[src/rtl/rtcmon_pkg.sv]
package rtcmon_pkg;

    typedef enum logic [2:0] {
        EV_START   = 3'd0,
        EV_RSTART  = 3'd1,
        EV_STOP    = 3'd2,
        EV_ADDR_WR = 3'd3,
        EV_ADDR_RD = 3'd4,
        EV_DATA_WR = 3'd5,
        EV_DATA_RD = 3'd6,
        EV_NONE    = 3'd7
    } bus_ev_e;

    typedef enum logic [2:0] {
        MS_IDLE,
        MS_ADDR,
        MS_PTR,
        MS_WRITE,
        MS_RADDR,
        MS_READ
    } mon_state_e;

    // register indices whose meaning the decoder depends on
    localparam int REG_SEC       = 0;
    localparam int REG_MIN       = 1;
    localparam int REG_HOUR      = 2;
    localparam int REG_WDAY      = 3;
    localparam int REG_MDAY      = 4;
    localparam int REG_MONTH     = 5;
    localparam int REG_YEAR      = 6;
    localparam int NUM_TIME_REGS = 7;

    typedef struct packed {
        logic       halt;
        logic [6:0] sec;
        logic [6:0] min;
        logic       mode12;
        logic       pm;
        logic [5:0] hour;
        logic [2:0] wday;
        logic [5:0] mday;
        logic [4:0] month;
        logic [7:0] year_ofs;
    } rtc_fields_t;

    // packed two-digit BCD to binary: low + 10 * high
    function automatic logic [7:0] bcd_to_bin(input logic [7:0] v);
        logic [7:0] hi;
        hi = {4'd0, v[7:4]};
        return {4'd0, v[3:0]} + (hi << 3) + (hi << 1);
    endfunction

endpackage

[src/rtl/rtcmon_seq.sv]
module rtcmon_seq
    import rtcmon_pkg::*;
#(
    parameter int                ADDR_W     = 7,
    parameter logic [ADDR_W-1:0] SLAVE_ADDR = 7'h68,
    parameter int                PTR_W      = 8
) (
    input  logic             clk,
    input  logic             rst,
    input  logic             ev_valid_i,
    input  logic [2:0]       ev_kind_i,
    input  logic [7:0]       ev_byte_i,
    input  logic             ev_ack_i,
    output logic             apply_o,
    output logic [PTR_W-1:0] apply_ptr_o,
    output logic             done_o,
    output logic             done_rd_o
);

    localparam logic [PTR_W-1:0] PTR_STEP = PTR_W'(1);

    typedef struct packed {
        mon_state_e       st;
        logic [PTR_W-1:0] ptr;
        logic             done;
        logic             rd;
    } seq_t;

    seq_t    seq_d, seq_q;
    bus_ev_e kind;
    logic    addr_hit;
    logic    apply_d;

    always_comb begin
        seq_d      = seq_q;
        seq_d.done = 1'b0;
        apply_d    = 1'b0;
        kind       = bus_ev_e'(ev_kind_i);
        addr_hit   = ev_ack_i && (ev_byte_i[ADDR_W-1:0] == SLAVE_ADDR);

        if (ev_valid_i) begin
            if (kind == EV_START) begin
                seq_d.st = MS_ADDR;
            end else begin
                case (seq_q.st)
                    MS_ADDR: begin
                        if (kind == EV_ADDR_WR)
                            seq_d.st = addr_hit ? MS_PTR : MS_IDLE;
                        else if (kind == EV_ADDR_RD || kind == EV_STOP)
                            seq_d.st = MS_IDLE;
                    end
                    MS_PTR: begin
                        if (kind == EV_DATA_WR) begin
                            if (ev_ack_i) begin
                                seq_d.ptr = PTR_W'(ev_byte_i);
                                seq_d.st  = MS_WRITE;
                            end else begin
                                seq_d.st = MS_IDLE;
                            end
                        end else if (kind == EV_STOP) begin
                            seq_d.st = MS_IDLE;
                        end
                    end
                    MS_WRITE: begin
                        if (kind == EV_RSTART) begin
                            seq_d.st = MS_RADDR;
                        end else if (kind == EV_DATA_WR) begin
                            if (ev_ack_i) begin
                                apply_d   = 1'b1;
                                seq_d.ptr = seq_q.ptr + PTR_STEP;
                            end else begin
                                seq_d.st = MS_IDLE;
                            end
                        end else if (kind == EV_STOP) begin
                            seq_d.done = 1'b1;
                            seq_d.rd   = 1'b0;
                            seq_d.st   = MS_IDLE;
                        end
                    end
                    MS_RADDR: begin
                        if (kind == EV_ADDR_RD)
                            seq_d.st = addr_hit ? MS_READ : MS_IDLE;
                        else if (kind == EV_ADDR_WR || kind == EV_STOP)
                            seq_d.st = MS_IDLE;
                    end
                    MS_READ: begin
                        if (kind == EV_DATA_RD) begin
                            apply_d   = 1'b1;
                            seq_d.ptr = seq_q.ptr + PTR_STEP;
                        end else if (kind == EV_RSTART) begin
                            seq_d.st = MS_RADDR;
                        end else if (kind == EV_STOP) begin
                            seq_d.done = 1'b1;
                            seq_d.rd   = 1'b1;
                            seq_d.st   = MS_IDLE;
                        end
                    end
                    default: ;
                endcase
            end
        end
    end

    always_ff @(posedge clk) begin
        if (rst) begin
            seq_q <= '{st: MS_IDLE, ptr: '0, done: 1'b0, rd: 1'b0};
        end else begin
            seq_q <= seq_d;
        end
    end

    assign apply_o     = apply_d;
    assign apply_ptr_o = seq_q.ptr;
    assign done_o      = seq_q.done;
    assign done_rd_o   = seq_q.rd;


    done_single_chk: assert property (@(posedge clk) disable iff (rst)
        seq_q.done |=> !seq_q.done);


    done_after_stop_chk: assert property (@(posedge clk) disable iff (rst)
        $rose(seq_q.done) |-> $past(ev_valid_i && ev_kind_i == EV_STOP));


    ptr_step_chk: assert property (@(posedge clk) disable iff (rst)
        apply_o |=> seq_q.ptr == $past(seq_q.ptr) + PTR_STEP);


    nack_abort_chk: assert property (@(posedge clk) disable iff (rst)
        (ev_valid_i && ev_kind_i == EV_DATA_WR && !ev_ack_i && seq_q.st == MS_WRITE)
        |=> seq_q.st == MS_IDLE);


    reset_clear_chk: assert property (@(posedge clk)
        rst |=> (seq_q.st == MS_IDLE && seq_q.ptr == '0 && !seq_q.done));

endmodule

[src/rtl/rtcmon_fields.sv]
module rtcmon_fields
    import rtcmon_pkg::*;
#(
    parameter int PTR_W = 8
) (
    input  logic             clk,
    input  logic             rst,
    input  logic             apply_i,
    input  logic [PTR_W-1:0] ptr_i,
    input  logic [7:0]       data_i,
    output rtc_fields_t      fields_o
);

    localparam logic [PTR_W-1:0] FIRST_SPARE = PTR_W'(NUM_TIME_REGS);

    rtc_fields_t fld_d, fld_q;
    logic [7:0]  bin_sec, bin_min, bin_h12, bin_h24, bin_mday, bin_month, bin_year;

    always_comb begin
        bin_sec   = bcd_to_bin({1'b0, data_i[6:0]});
        bin_min   = bcd_to_bin({1'b0, data_i[6:0]});
        bin_h12   = bcd_to_bin({3'b0, data_i[4:0]});
        bin_h24   = bcd_to_bin({2'b0, data_i[5:0]});
        bin_mday  = bcd_to_bin({2'b0, data_i[5:0]});
        bin_month = bcd_to_bin({3'b0, data_i[4:0]});
        bin_year  = bcd_to_bin(data_i);

        fld_d = fld_q;
        if (apply_i) begin
            case (ptr_i)
                PTR_W'(REG_SEC): begin
                    fld_d.halt = data_i[7];
                    fld_d.sec  = bin_sec[6:0];
                end
                PTR_W'(REG_MIN): begin
                    fld_d.min = bin_min[6:0];
                end
                PTR_W'(REG_HOUR): begin
                    fld_d.mode12 = data_i[6];
                    if (data_i[6]) begin
                        fld_d.pm   = data_i[5];
                        fld_d.hour = bin_h12[5:0];
                    end else begin
                        fld_d.pm   = 1'b0;
                        fld_d.hour = bin_h24[5:0];
                    end
                end
                PTR_W'(REG_WDAY): begin
                    fld_d.wday = data_i[2:0];
                end
                PTR_W'(REG_MDAY): begin
                    fld_d.mday = bin_mday[5:0];
                end
                PTR_W'(REG_MONTH): begin
                    fld_d.month = bin_month[4:0];
                end
                PTR_W'(REG_YEAR): begin
                    fld_d.year_ofs = bin_year;
                end
                default: ;
            endcase
        end
    end

    always_ff @(posedge clk) begin
        if (rst) begin
            fld_q <= '0;
        end else begin
            fld_q <= fld_d;
        end
    end

    assign fields_o = fld_q;


    spare_reg_hold_chk: assert property (@(posedge clk) disable iff (rst)
        (apply_i && ptr_i >= FIRST_SPARE) |=> $stable(fld_q));


    idle_hold_chk: assert property (@(posedge clk) disable iff (rst)
        !apply_i |=> $stable(fld_q));


    h24_no_pm_chk: assert property (@(posedge clk) disable iff (rst)
        (apply_i && ptr_i == PTR_W'(REG_HOUR) && !data_i[6]) |=> (!fld_q.pm && !fld_q.mode12));


    fields_reset_chk: assert property (@(posedge clk)
        rst |=> fld_q == '0);

endmodule

[src/rtl/rtcmon.sv]
module rtcmon
    import rtcmon_pkg::*;
#(
    parameter int         ADDR_W     = 7,
    parameter logic [6:0] SLAVE_ADDR = 7'h68,
    parameter int         PTR_W      = 8,
    parameter int         YEAR_W     = 12,
    parameter int         YEAR_BASE  = 2000
) (
    input  logic              clk,
    input  logic              rst,
    input  logic              ev_valid,
    input  logic [2:0]        ev_kind,
    input  logic [7:0]        ev_byte,
    input  logic              ev_ack,
    output logic              done,
    output logic              done_rd,
    output logic              halt,
    output logic [6:0]        sec,
    output logic [6:0]        min,
    output logic              mode12,
    output logic              pm,
    output logic [5:0]        hour,
    output logic [2:0]        wday,
    output logic [5:0]        mday,
    output logic [4:0]        month,
    output logic [YEAR_W-1:0] year
);

    localparam logic [YEAR_W-1:0] YEAR_ORIGIN = YEAR_W'(YEAR_BASE);

    logic             apply;
    logic [PTR_W-1:0] apply_ptr;
    rtc_fields_t      fields;

    rtcmon_seq #(
        .ADDR_W    (ADDR_W),
        .SLAVE_ADDR(SLAVE_ADDR[ADDR_W-1:0]),
        .PTR_W     (PTR_W)
    ) u_seq (
        .clk        (clk),
        .rst        (rst),
        .ev_valid_i (ev_valid),
        .ev_kind_i  (ev_kind),
        .ev_byte_i  (ev_byte),
        .ev_ack_i   (ev_ack),
        .apply_o    (apply),
        .apply_ptr_o(apply_ptr),
        .done_o     (done),
        .done_rd_o  (done_rd)
    );

    rtcmon_fields #(
        .PTR_W(PTR_W)
    ) u_fields (
        .clk     (clk),
        .rst     (rst),
        .apply_i (apply),
        .ptr_i   (apply_ptr),
        .data_i  (ev_byte),
        .fields_o(fields)
    );

    assign halt   = fields.halt;
    assign sec    = fields.sec;
    assign min    = fields.min;
    assign mode12 = fields.mode12;
    assign pm     = fields.pm;
    assign hour   = fields.hour;
    assign wday   = fields.wday;
    assign mday   = fields.mday;
    assign month  = fields.month;
    assign year   = YEAR_ORIGIN + YEAR_W'(fields.year_ofs);


    foreign_addr_chk: assert property (@(posedge clk) disable iff (rst)
        (ev_valid && ev_kind == EV_ADDR_WR && ev_byte[6:0] != SLAVE_ADDR)
        |=> !apply);

endmodule

[config.mk]
export PLATFORM = sky130hd
export DESIGN_NAME = rtcmon
export DESIGN_NICKNAME = d
export VERILOG_FILES = /design/src/rtl/rtcmon_pkg.sv /design/src/rtl/rtcmon_seq.sv /design/src/rtl/rtcmon_fields.sv /design/src/rtl/rtcmon.sv
export SDC_FILE = /design/constraint.sdc
export NUM_CORES = 1
export LEC_CHECK = 0
export BUFFER_PORTS_ARGS = -buffer_cell sky130_fd_sc_hd__buf_2
export CORE_ASPECT_RATIO = 0.9
export CORE_UTILIZATION = 52
export DETAILED_ROUTE_END_ITERATION = 10
export HOLD_SLACK_MARGIN = 0.02
export PLACE_DENSITY = 0.75
export SLEW_MARGIN = 20
export SYNTH_ARGS = -nofsm -noshare
export SYNTH_HDL_FRONTEND = slang
export SYNTH_SLANG_ARGS = --single-unit
[constraint.sdc]
create_clock -name clk -period 3.3 [get_ports clk]
set_input_delay 0.165 -clock clk [delete_from_list [all_inputs] [get_ports clk]]
set_output_delay 0.165 -clock clk [all_outputs]
set_load 0.02 [all_outputs]
==> results_dict.tcl, run 1 <==
set metrics [dict create \
    start_util_pct 53.6 \
    hold_class "in -> reg" \
    via_per_inst 5.46 \
    post_cts.repair.setup_buffers 0 \
    yosysWarnings 0 \
    clk_pin_slew_ns 0.06 \
    synth.area.mux_share_pct 12.0 \
    crit_type "reg -> reg" \
    synth.most_common_cell "dfxtp_1" \
    min-delay-start "ev_byte[7]" \
    setup_viol 0 \
    synth_ff_type "dfxtp_1" \
    nNetsFinal 435 \
    clock_path_buffers 2 \
    critPathRequiredTime_ns 3.53 \
    die_h_um 79.9 \
    antennaDiodeCount 0 \
    final_antenna_net_count 0 \
    outcome "completed" \
    dr.pass1.iters 4 \
    ys_types 54 \
    gp_congestion 0.883 \
    antenna_found_initial 0 \
    timing.rr.start "u_seq.seq_q[10]" \
    drv_cap 0 \
    synth-simple-area-share_pct 18.3 \
    seq_area_frac_synth_pct 33.1 \
    ctsResizeCount 0 \
    grt_pass1_wl_mm 12.1 \
    grt_pass1_vias 2540 \
    p_per_area_nw_per_um2 410 \
    irDropWorstVdd_uv 221 \
    rsz0062_at_grt "false" \
    post-route-drc-count 0 \
    dpl.hpwl_mm 5.20 \
    netlist_area_um2 3510 \
    postSynthRegisterBits 58 \
    num_rows 28 \
    max_freq_ghz 0.461 \
    clock-root-buffer "clkbuf_8" \
    die-area_um2 7080 \
    synth_fa_ha_area_share_pct 7.42 \
    vias 2710 \
    nFillCells 573 \
    synth_xor_area_share_pct 3.24 \
    yosys-top-cells-count "dfxtp_1, nor2_1, buf_4" \
    cp_max_fo 14 \
    cp-startpoint "u_seq.seq_q[10]" \
    slew_headroom_pct 50.9 \
    io_buffers 65 \
    ctsHoldBuffers 0 \
    syn_avg_cell_area_um2 9.14 \
    cts.sink_count 58 \
    synth-edff-count 0 \
    arrival_ns 2.41 \
    synth_compound_area_share_pct 12.9 \
    synth.area.top_cells "dfxtp_1, mux2i_1, buf_4, ha_1, nor2_1" \
    setup_tns_ns 0 \
    hold-worst-slack_ns 0.158 \
    finalHoldViolations 0 \
    final_area_um2 3770 \
    grt_usage_pct 22.7 \
    synth_largest_area_cell "dfxtp_1" \
    end_kind "register" \
    grt_max_degree 65 \
    cts_tree "built" \
    period_minus_slack_ns 2.17 \
    drt_iter0_drc 111 \
    postSynthCellCount 384 \
    routed_wl_mm 7.36 \
    overflow 0 \
    leakage_nw 1.83 \
    h-tree-depth 3 \
    core_area_um2 6550 \
    synth_top_family_by_area "simple AND/OR/NAND/NOR gates" \
    yosysTopAreaCellShare_pct 33.1 \
    dpl_cell_area_um2 3560 \
    wl_per_cell_um 14.8 \
    dieWidth_um 88.6 \
    cts_buffers 9 \
    tightestPinTransition_ns 0.729 \
    slew_viol_final 0 \
    layout-drive-gt1-share_pct 22.7 \
    syn_nets 418 \
    clk_latency_ns 0.35 \
    async_flop_share_pct 0 \
    ios 66 \
    fin_skew_ns 0.0122 \
    critPathLaunchType "register" \
    post-route-period-util_pct 65.8 \
    area_growth_pct 7.45 \
]
[path summary, 6_finish.rpt]
| path | cells past startpoint | slack, ns | endpoint |
|---|---|---|---|
| setup / recovery | 5 | 1.13 | u_fields.fields_o[41] |
| hold / removal | 3 | 0.16 | u_fields.fields_o[44] |
| setup reg to reg | 5 | 1.13 | u_fields.fields_o[41] |
| hold reg to reg | 2 | 0.49 | u_fields.fields_o[42] |
[final cells by class]
class	instances	area [µm²]	area share [%]
Clock buffer	10	128	3.38
Inverter	17	63.8	1.69
Clock inverter	6	67.6	1.79
Multi-Input combinational cell	249	1890	50.2
Tap cell	90	113	2.99
Sequential cell	58	1160	30.8
Timing Repair Buffer	66	345	9.16
[cells in the final DEF (no fill, tap or decap), drive strengths merged, types with 4 or more instances in the layout]
cell type / instances
o32ai: 5
o21ai: 8
mux2i: 41
ha: 16
clkbuf: 10
nand4: 7
a221oi: 5
buf: 66
a21oi: 19
nor2: 46
nor3: 6
dfxtp: 58
nand3b: 6
inv: 17
nor2b: 7
xor2: 5
nand2: 4
nand3: 6
xnor2: 8
nand2b: 6
[flip-flops by register name (all words and copies together) (netlist names)]
| signal | flops |
|---|---|
| u_fields.fields_o | 45 |
| u_seq.apply_ptr_o | 8 |
| u_seq.done_o | 1 |
| u_seq.done_rd_o | 1 |
| u_seq.seq_q | 3 |
[per-stage QoR]
stage | util [%] | instances | power, mW | worst slack, ns
final | 57.6 | 496 | 1.55 | 1.13
after detailed placement | 54.3 | 479 | 0.917 | 0.994
after global placement | 54.3 | 479 | 0.911 | 1.08
after CTS | 57.3 | 495 | 1.56 | 1.10
after global routing | 57.6 | 496 | 1.61 | 0.964
after floorplan | - | 384 | 0.868 | 1.41
[routing by layer]
| metal | track usage, % | routed length, µm | vias up |
|---|---|---|---|
| met2 | 35.5 | 3380 | 73 |
| li1 | - | - | 1362 |
| met4 | 8.39 | 89 | 0 |
| met5 | 0 | 0 | - |
| met1 | 29.7 | 3490 | 1268 |
| met3 | 6.51 | 400 | 7 |
[report_power, final]
group	internal, mW	switching (mW)	total, mW
combinational	0.0785	0.111	0.189
sequential	0.704	0.0113	0.715
clock	0.349	0.294	0.644
[logic make-up after synthesis]
logic type / after synthesis
multiplexers: 42
adder cells (fa/ha/maj): 19
flip-flops: 58
XOR/XNOR: 13
AND/OR/NAND/NOR: 111
buffers and inverters: 77
AO/OA/AOI/OAI: 64
[worst max-delay path, stage by stage (launching register included)]
cell and delay (ns):
dfxtp_1 0.60, and3b_1 0.28, a32o_1 0.41, nand4_2 0.42, mux2i_1 0.28, nor2_1 0.06
No activity file was read; power rests on OpenSTA's default activity.
==> run 2: changes to the inputs <==
==> constraint.sdc (replaced) <==
create_clock -name clk -period 2.2 [get_ports clk]
set_input_delay 0.11 -clock clk [delete_from_list [all_inputs] [get_ports clk]]
set_output_delay 0.11 -clock clk [all_outputs]
set_load 0.02 [all_outputs]
==> run 2 against run 1 <==
Die area is the same; total power grew 53%; global-route usage increased by 0.62 points; critical endpoint is now u_fields.fields_o[11]; largest power group unchanged; highest routed layer unchanged.
==> results_dict.tcl, run 2 (same netlist as run 1, synthesis figures left out) <==
set metrics [dict create \
    outcome "completed" \
    ctsHoldBuffers 0 \
    end_kind "register" \
    setup_viol 0 \
    max_freq_ghz 0.501 \
    nNetsFinal 449 \
    drv_cap 0 \
    power.total_mw 2.37 \
    layout-drive-gt1-share_pct 24.8 \
    leakage_nw 1.90 \
    multi_input_area_um2 1890 \
    cp_top_family "simple AND/OR/NAND/NOR gates" \
    p_per_area_nw_per_um2 613 \
    preCtsSetupSlack_ns 0.147 \
    vias 2820 \
    arrival_ns 2.19 \
    dpl_cell_area_um2 3670 \
    switchingPower_mw 0.599 \
    area_growth_pct 10.2 \
    grt_max_degree 52 \
    p_clk_share_pct 41.9 \
    tightestPinTransition_ns 0.843 \
    die_h_um 79.9 \
    clk_latency_ns 0.34 \
    clock_path_buffers 2 \
    critPathRequiredTime_ns 2.40 \
    final_area_um2 3870 \
    rsz0062_at_grt "false" \
    combinationalPowerShare_pct 13.1 \
    critPathLaunchType "register" \
    core_area_um2 6550 \
    irDropWorstVdd_uv 457 \
    seq_power_share_pct 44.9 \
    crit_chain "inv_1, nor4_1, buf_4, and4_1, mux2i_1, nor2_1" \
    power.internal_mw 1.77 \
    post-route-drc-count 0 \
    post-route-period-util_pct 90.7 \
    layout_common_cells "buf_2, dfxtp_1, nor2_1, mux2i_1, a21oi_1" \
    dpl.hpwl_mm 5.45 \
    wl_per_cell_um 15.2 \
    fin_cells 510 \
    clk_pin_slew_ns 0.07 \
    io_buffers 65 \
    hold_class "in -> reg" \
    via_per_inst 5.53 \
    layout_commonest_cell "buf_2" \
    critPathSlowestCell "dfxtp_1" \
    largest_register_ffs 45 \
    final_util_pct 59.0 \
    antenna_found_initial 0 \
    overflow 0 \
    clock-root-buffer "clkbuf_8" \
    h-tree-depth 3 \
    nFillCells 575 \
    slew_headroom_pct 43.8 \
    ctsResizeCount 0 \
    cts_tree "built" \
    drt_iter0_drc 117 \
    antennaDiodeCount 0 \
    cts.sink_count 58 \
    cpPeakStageDelay_ns 0.45 \
    dr.pass1.iters 4 \
    cts_buffers 9 \
    dieWidth_um 88.6 \
    grt_usage_pct 23.4 \
    slew_viol_final 0 \
    num_rows 28 \
    period_minus_slack_ns 2.00 \
    worst-path-buf-inv 2 \
    ios 66 \
    cp_max_fo 7 \
    final_antenna_net_count 0 \
    p_sw_share_pct 25.3 \
    setup_tns_ns 0 \
    crit_type "reg -> reg" \
    routed_wl_mm 7.77 \
    gp_congestion 0.897 \
    placedCellCount 494 \
    die-area_um2 7080 \
    worst_slack_ns 0.204 \
    grt_pass1_vias 2632 \
    fin_skew_ns 0.00680 \
    post_cts.repair.setup_buffers 0 \
    start_util_pct 53.6 \
    hold-worst-slack_ns 0.0925 \
    finalHoldViolations 0 \
    grt_pass1_wl_mm 12.6 \
    final-seq-area_um2 1160 \
]
## run 2: cell types whose count changed in the layout (fill, tap and decap cells not counted)
cell / previous run / this run
buf_4: 0 / 15
clkbuf_1: 1 / 3
clkbuf_8: 9 / 11
clkinv_4: 2 / 0
clkinvlp_4: 2 / 0
buf_12: 1 / 0
## run 2: tightest hold or removal path, cell delays in order
cell     delay [ns]
buf_2          0.13
mux2i_1        0.08
nor2_1         0.08
## run 2: final timing paths
kind	slack [ns]	cells after the start	to	start
setup / recovery	0.20	6	u_fields.fields_o[11]	u_seq.apply_ptr_o[2]
hold reg to reg	0.48	2	u_fields.fields_o[26]	u_fields.fields_o[26]
hold / removal	0.09	3	u_fields.fields_o[20]	ev_byte[1]
setup reg to reg	0.20	6	u_fields.fields_o[11]	u_seq.apply_ptr_o[2]
## run 2: routing by layer
layer  vias up  global-route usage, %  wire length, µm
met2       100                   36.5             3530
met5         -                      0                0
met3        21                   5.58              433
met1      1310                   30.7             3630
li1       1389                      -                -
met4         0                   9.68              168
## run 2: area by class of cell
class                      instances  area share (%)
multi-input combinational        249            49.0
tap                               90            2.91
clock buffer                      14            4.21
sequential                        58            30.0
clock inverter                     2           0.906
timing repair buffer              80            11.3
inverter                          17            1.65
## run 2: power by group through the flow
| stage | combinational [mW] | clock [mW] | sequential (mW) |
|---|---|---|---|
| finish | 0.311 | 0.994 | 1.07 |
| floorplan | 0.219 | 0 | 1.08 |
| global placement | 0.301 | 0 | 1.09 |
| global route | 0.343 | 1.05 | 1.07 |
| CTS | 0.308 | 1.02 | 1.06 |
| detailed placement | 0.306 | 0 | 1.09 |
==> run 3: changes to the inputs <==
--- a/config.mk
+++ b/config.mk
@@ -7,10 +7,12 @@
 export LEC_CHECK = 0
 export BUFFER_PORTS_ARGS = -buffer_cell sky130_fd_sc_hd__buf_2
 export CORE_ASPECT_RATIO = 0.9
-export CORE_UTILIZATION = 52
+export CORE_UTILIZATION = 56
+export CTS_CLUSTER_DIAMETER = 150
 export DETAILED_ROUTE_END_ITERATION = 10
 export HOLD_SLACK_MARGIN = 0.02
-export PLACE_DENSITY = 0.75
+export PLACE_DENSITY = 0.79
+export REMOVE_ABC_BUFFERS = 1
 export SLEW_MARGIN = 20
 export SYNTH_ARGS = -nofsm -noshare
 export SYNTH_HDL_FRONTEND = slang
==> run 3 against run 2 <==
Clock skew about the same; largest power group is now the clock network; critical path type unchanged; clock power increased by 9%; die area down 7.0%; sequential power is essentially flat; wire length hardly changed; flip-flop and latch count stayed put; combinational power decreased by 4%; final area decreased by 0.32%; critical endpoint is now u_fields.fields_o[12]; non-clock buffer count is 1 lower.
==> results_dict.tcl, run 3 (same netlist as run 1, synthesis figures left out) <==
set metrics [dict create \
    outcome "completed" \
    irDropWorstVdd_uv 478 \
    end_kind "register" \
    critPathRequiredTime_ns 2.49 \
    layout-drive-gt1-share_pct 25.3 \
    critPathLaunchType "register" \
    antenna_found_initial 0 \
    grt_pass1_wl_mm 12.7 \
    setup_tns_ns 0 \
    start_util_pct 59.9 \
    min_path_cells 3 \
    die-area_um2 6590 \
    slew_viol_final 0 \
    antennaDiodeCount 0 \
    final_util_pct 65.8 \
    die_h_um 77.1 \
    clock-root-buffer "clkbuf_8" \
    cts_buffers 9 \
    area_growth_pct 9.80 \
    rrSetupSlack_ns 0.19 \
    hold-worst-slack_ns 0.0844 \
    post_cts.repair.setup_buffers 0 \
    leakage_nw 1.90 \
    io_buffers 65 \
    dr.pass1.iters 5 \
    arrival_ns 2.30 \
    final-seq-area_um2 1160 \
    core_area_um2 5860 \
    tightestPinTransition_ns 0.833 \
    vias 2822 \
    cts_tree "built" \
    cts.sink_count 58 \
    post-route-period-util_pct 91.5 \
    clk_pin_slew_ns 0.07 \
    post-route-drc-count 0 \
    grt_pass1_vias 2596 \
    worst_slack_ns 0.187 \
    worst_r2r_endpoint "u_fields.fields_o[12]" \
    grt_max_degree 49 \
    clk_latency_ns 0.35 \
    dieWidth_um 85.4 \
    setup_viol 0 \
    num_rows 26 \
    ios 66 \
    nFillCells 505 \
    wl_per_cell_um 15.9 \
    gp_congestion 0.903 \
    via_per_inst 5.77 \
    drv_cap 0 \
    h-tree-depth 3 \
    preCtsSetupSlack_ns 0.177 \
    dpl.hpwl_mm 5.42 \
    crit_type "reg -> reg" \
    drt_iter0_drc 250 \
    hold_class "in -> reg" \
    period_minus_slack_ns 2.01 \
    layout_commonest_cell "buf_2" \
    overflow 0 \
    layout_common_cells "buf_2, dfxtp_1, nor2_1, mux2i_1, a21oi_1" \
    p_per_area_nw_per_um2 636 \
    fin_skew_ns 0.00710 \
    multi_input_area_um2 1890 \
    rr_worst_depth 5 \
    final_antenna_net_count 0 \
    cp_max_fo 12 \
    routed_wl_mm 7.78 \
    clock_path_buffers 2 \
    nNetsFinal 448 \
    finalHoldViolations 0 \
    grt_usage_pct 25.0 \
    slew_headroom_pct 44.5 \
    ctsResizeCount 0 \
    min-delay-start "ev_byte[1]" \
    largest_register_ffs 45 \
    min_to "u_fields.fields_o[20]" \
    max_freq_ghz 0.497 \
    ctsHoldBuffers 0 \
    timing.rr.start "u_seq.seq_q[11]" \
    rsz0062_at_grt "false" \
]
[run 3: worst max path at each step]
stage | start | endpoint | slack, ns | cells after the start
2_1_floorplan | ev_byte[3] | u_fields.fields_o[6] | 0.38 | 7
3_3_place_gp | ev_byte[3] | u_fields.fields_o[6] | 0.22 | 8
3_5_place_dp | ev_byte[3] | u_fields.fields_o[6] | 0.18 | 8
4_1_cts | u_seq.seq_q[11] | u_fields.fields_o[12] | 0.22 | 5
5_1_grt | u_seq.seq_q[11] | u_fields.fields_o[12] | 0.08 | 5
6_report | u_seq.seq_q[11] | u_fields.fields_o[12] | 0.19 | 5
[run 3: critical path, stage by stage, from the launching register on]
cell	delay (ns)
dfxtp_1	0.53
and4b_1	0.27
a32o_1	0.37
and4_1	0.44
mux2i_1	0.21
nor2b_1	0.13
[run 3: final cells by class]
| class | count | area share [%] |
|---|---|---|
| Tap cell | 70 | 2.27 |
| Multi-Input combinational cell | 249 | 49.1 |
| Timing Repair Buffer | 79 | 11.2 |
| Sequential cell | 58 | 30.1 |
| Clock inverter | 7 | 2.44 |
| Inverter | 17 | 1.66 |
| Clock buffer | 9 | 3.21 |
[run 3: where the power goes]
group,switching (mW),total [mW],internal [mW]
combinational,0.172,0.299,0.127
clock,0.449,1.08,0.634
sequential,0.0135,1.07,1.06
[run 3: per-stage QoR]
| stage | power (mW) | std cells | area (µm²) |
|---|---|---|---|
| CTS | 2.47 | 489 | 3850 |
| floorplan | 1.27 | 324 | 3120 |
| global route | 2.57 | 489 | 3850 |
| global placement | 1.38 | 473 | 3640 |
| finish | 2.45 | 489 | 3850 |
| detailed placement | 1.39 | 473 | 3640 |
[run 3: per-layer routing]
layer | part of all wire, % | up-vias | GRT usage, %
met1 | 47 | 1311 | 33.2
li1 | - | 1385 | -
met5 | 0 | - | 0
met3 | 6.9 | 9 | 8.18
met4 | 1.4 | 0 | 7.83
met2 | 44 | 117 | 38.2
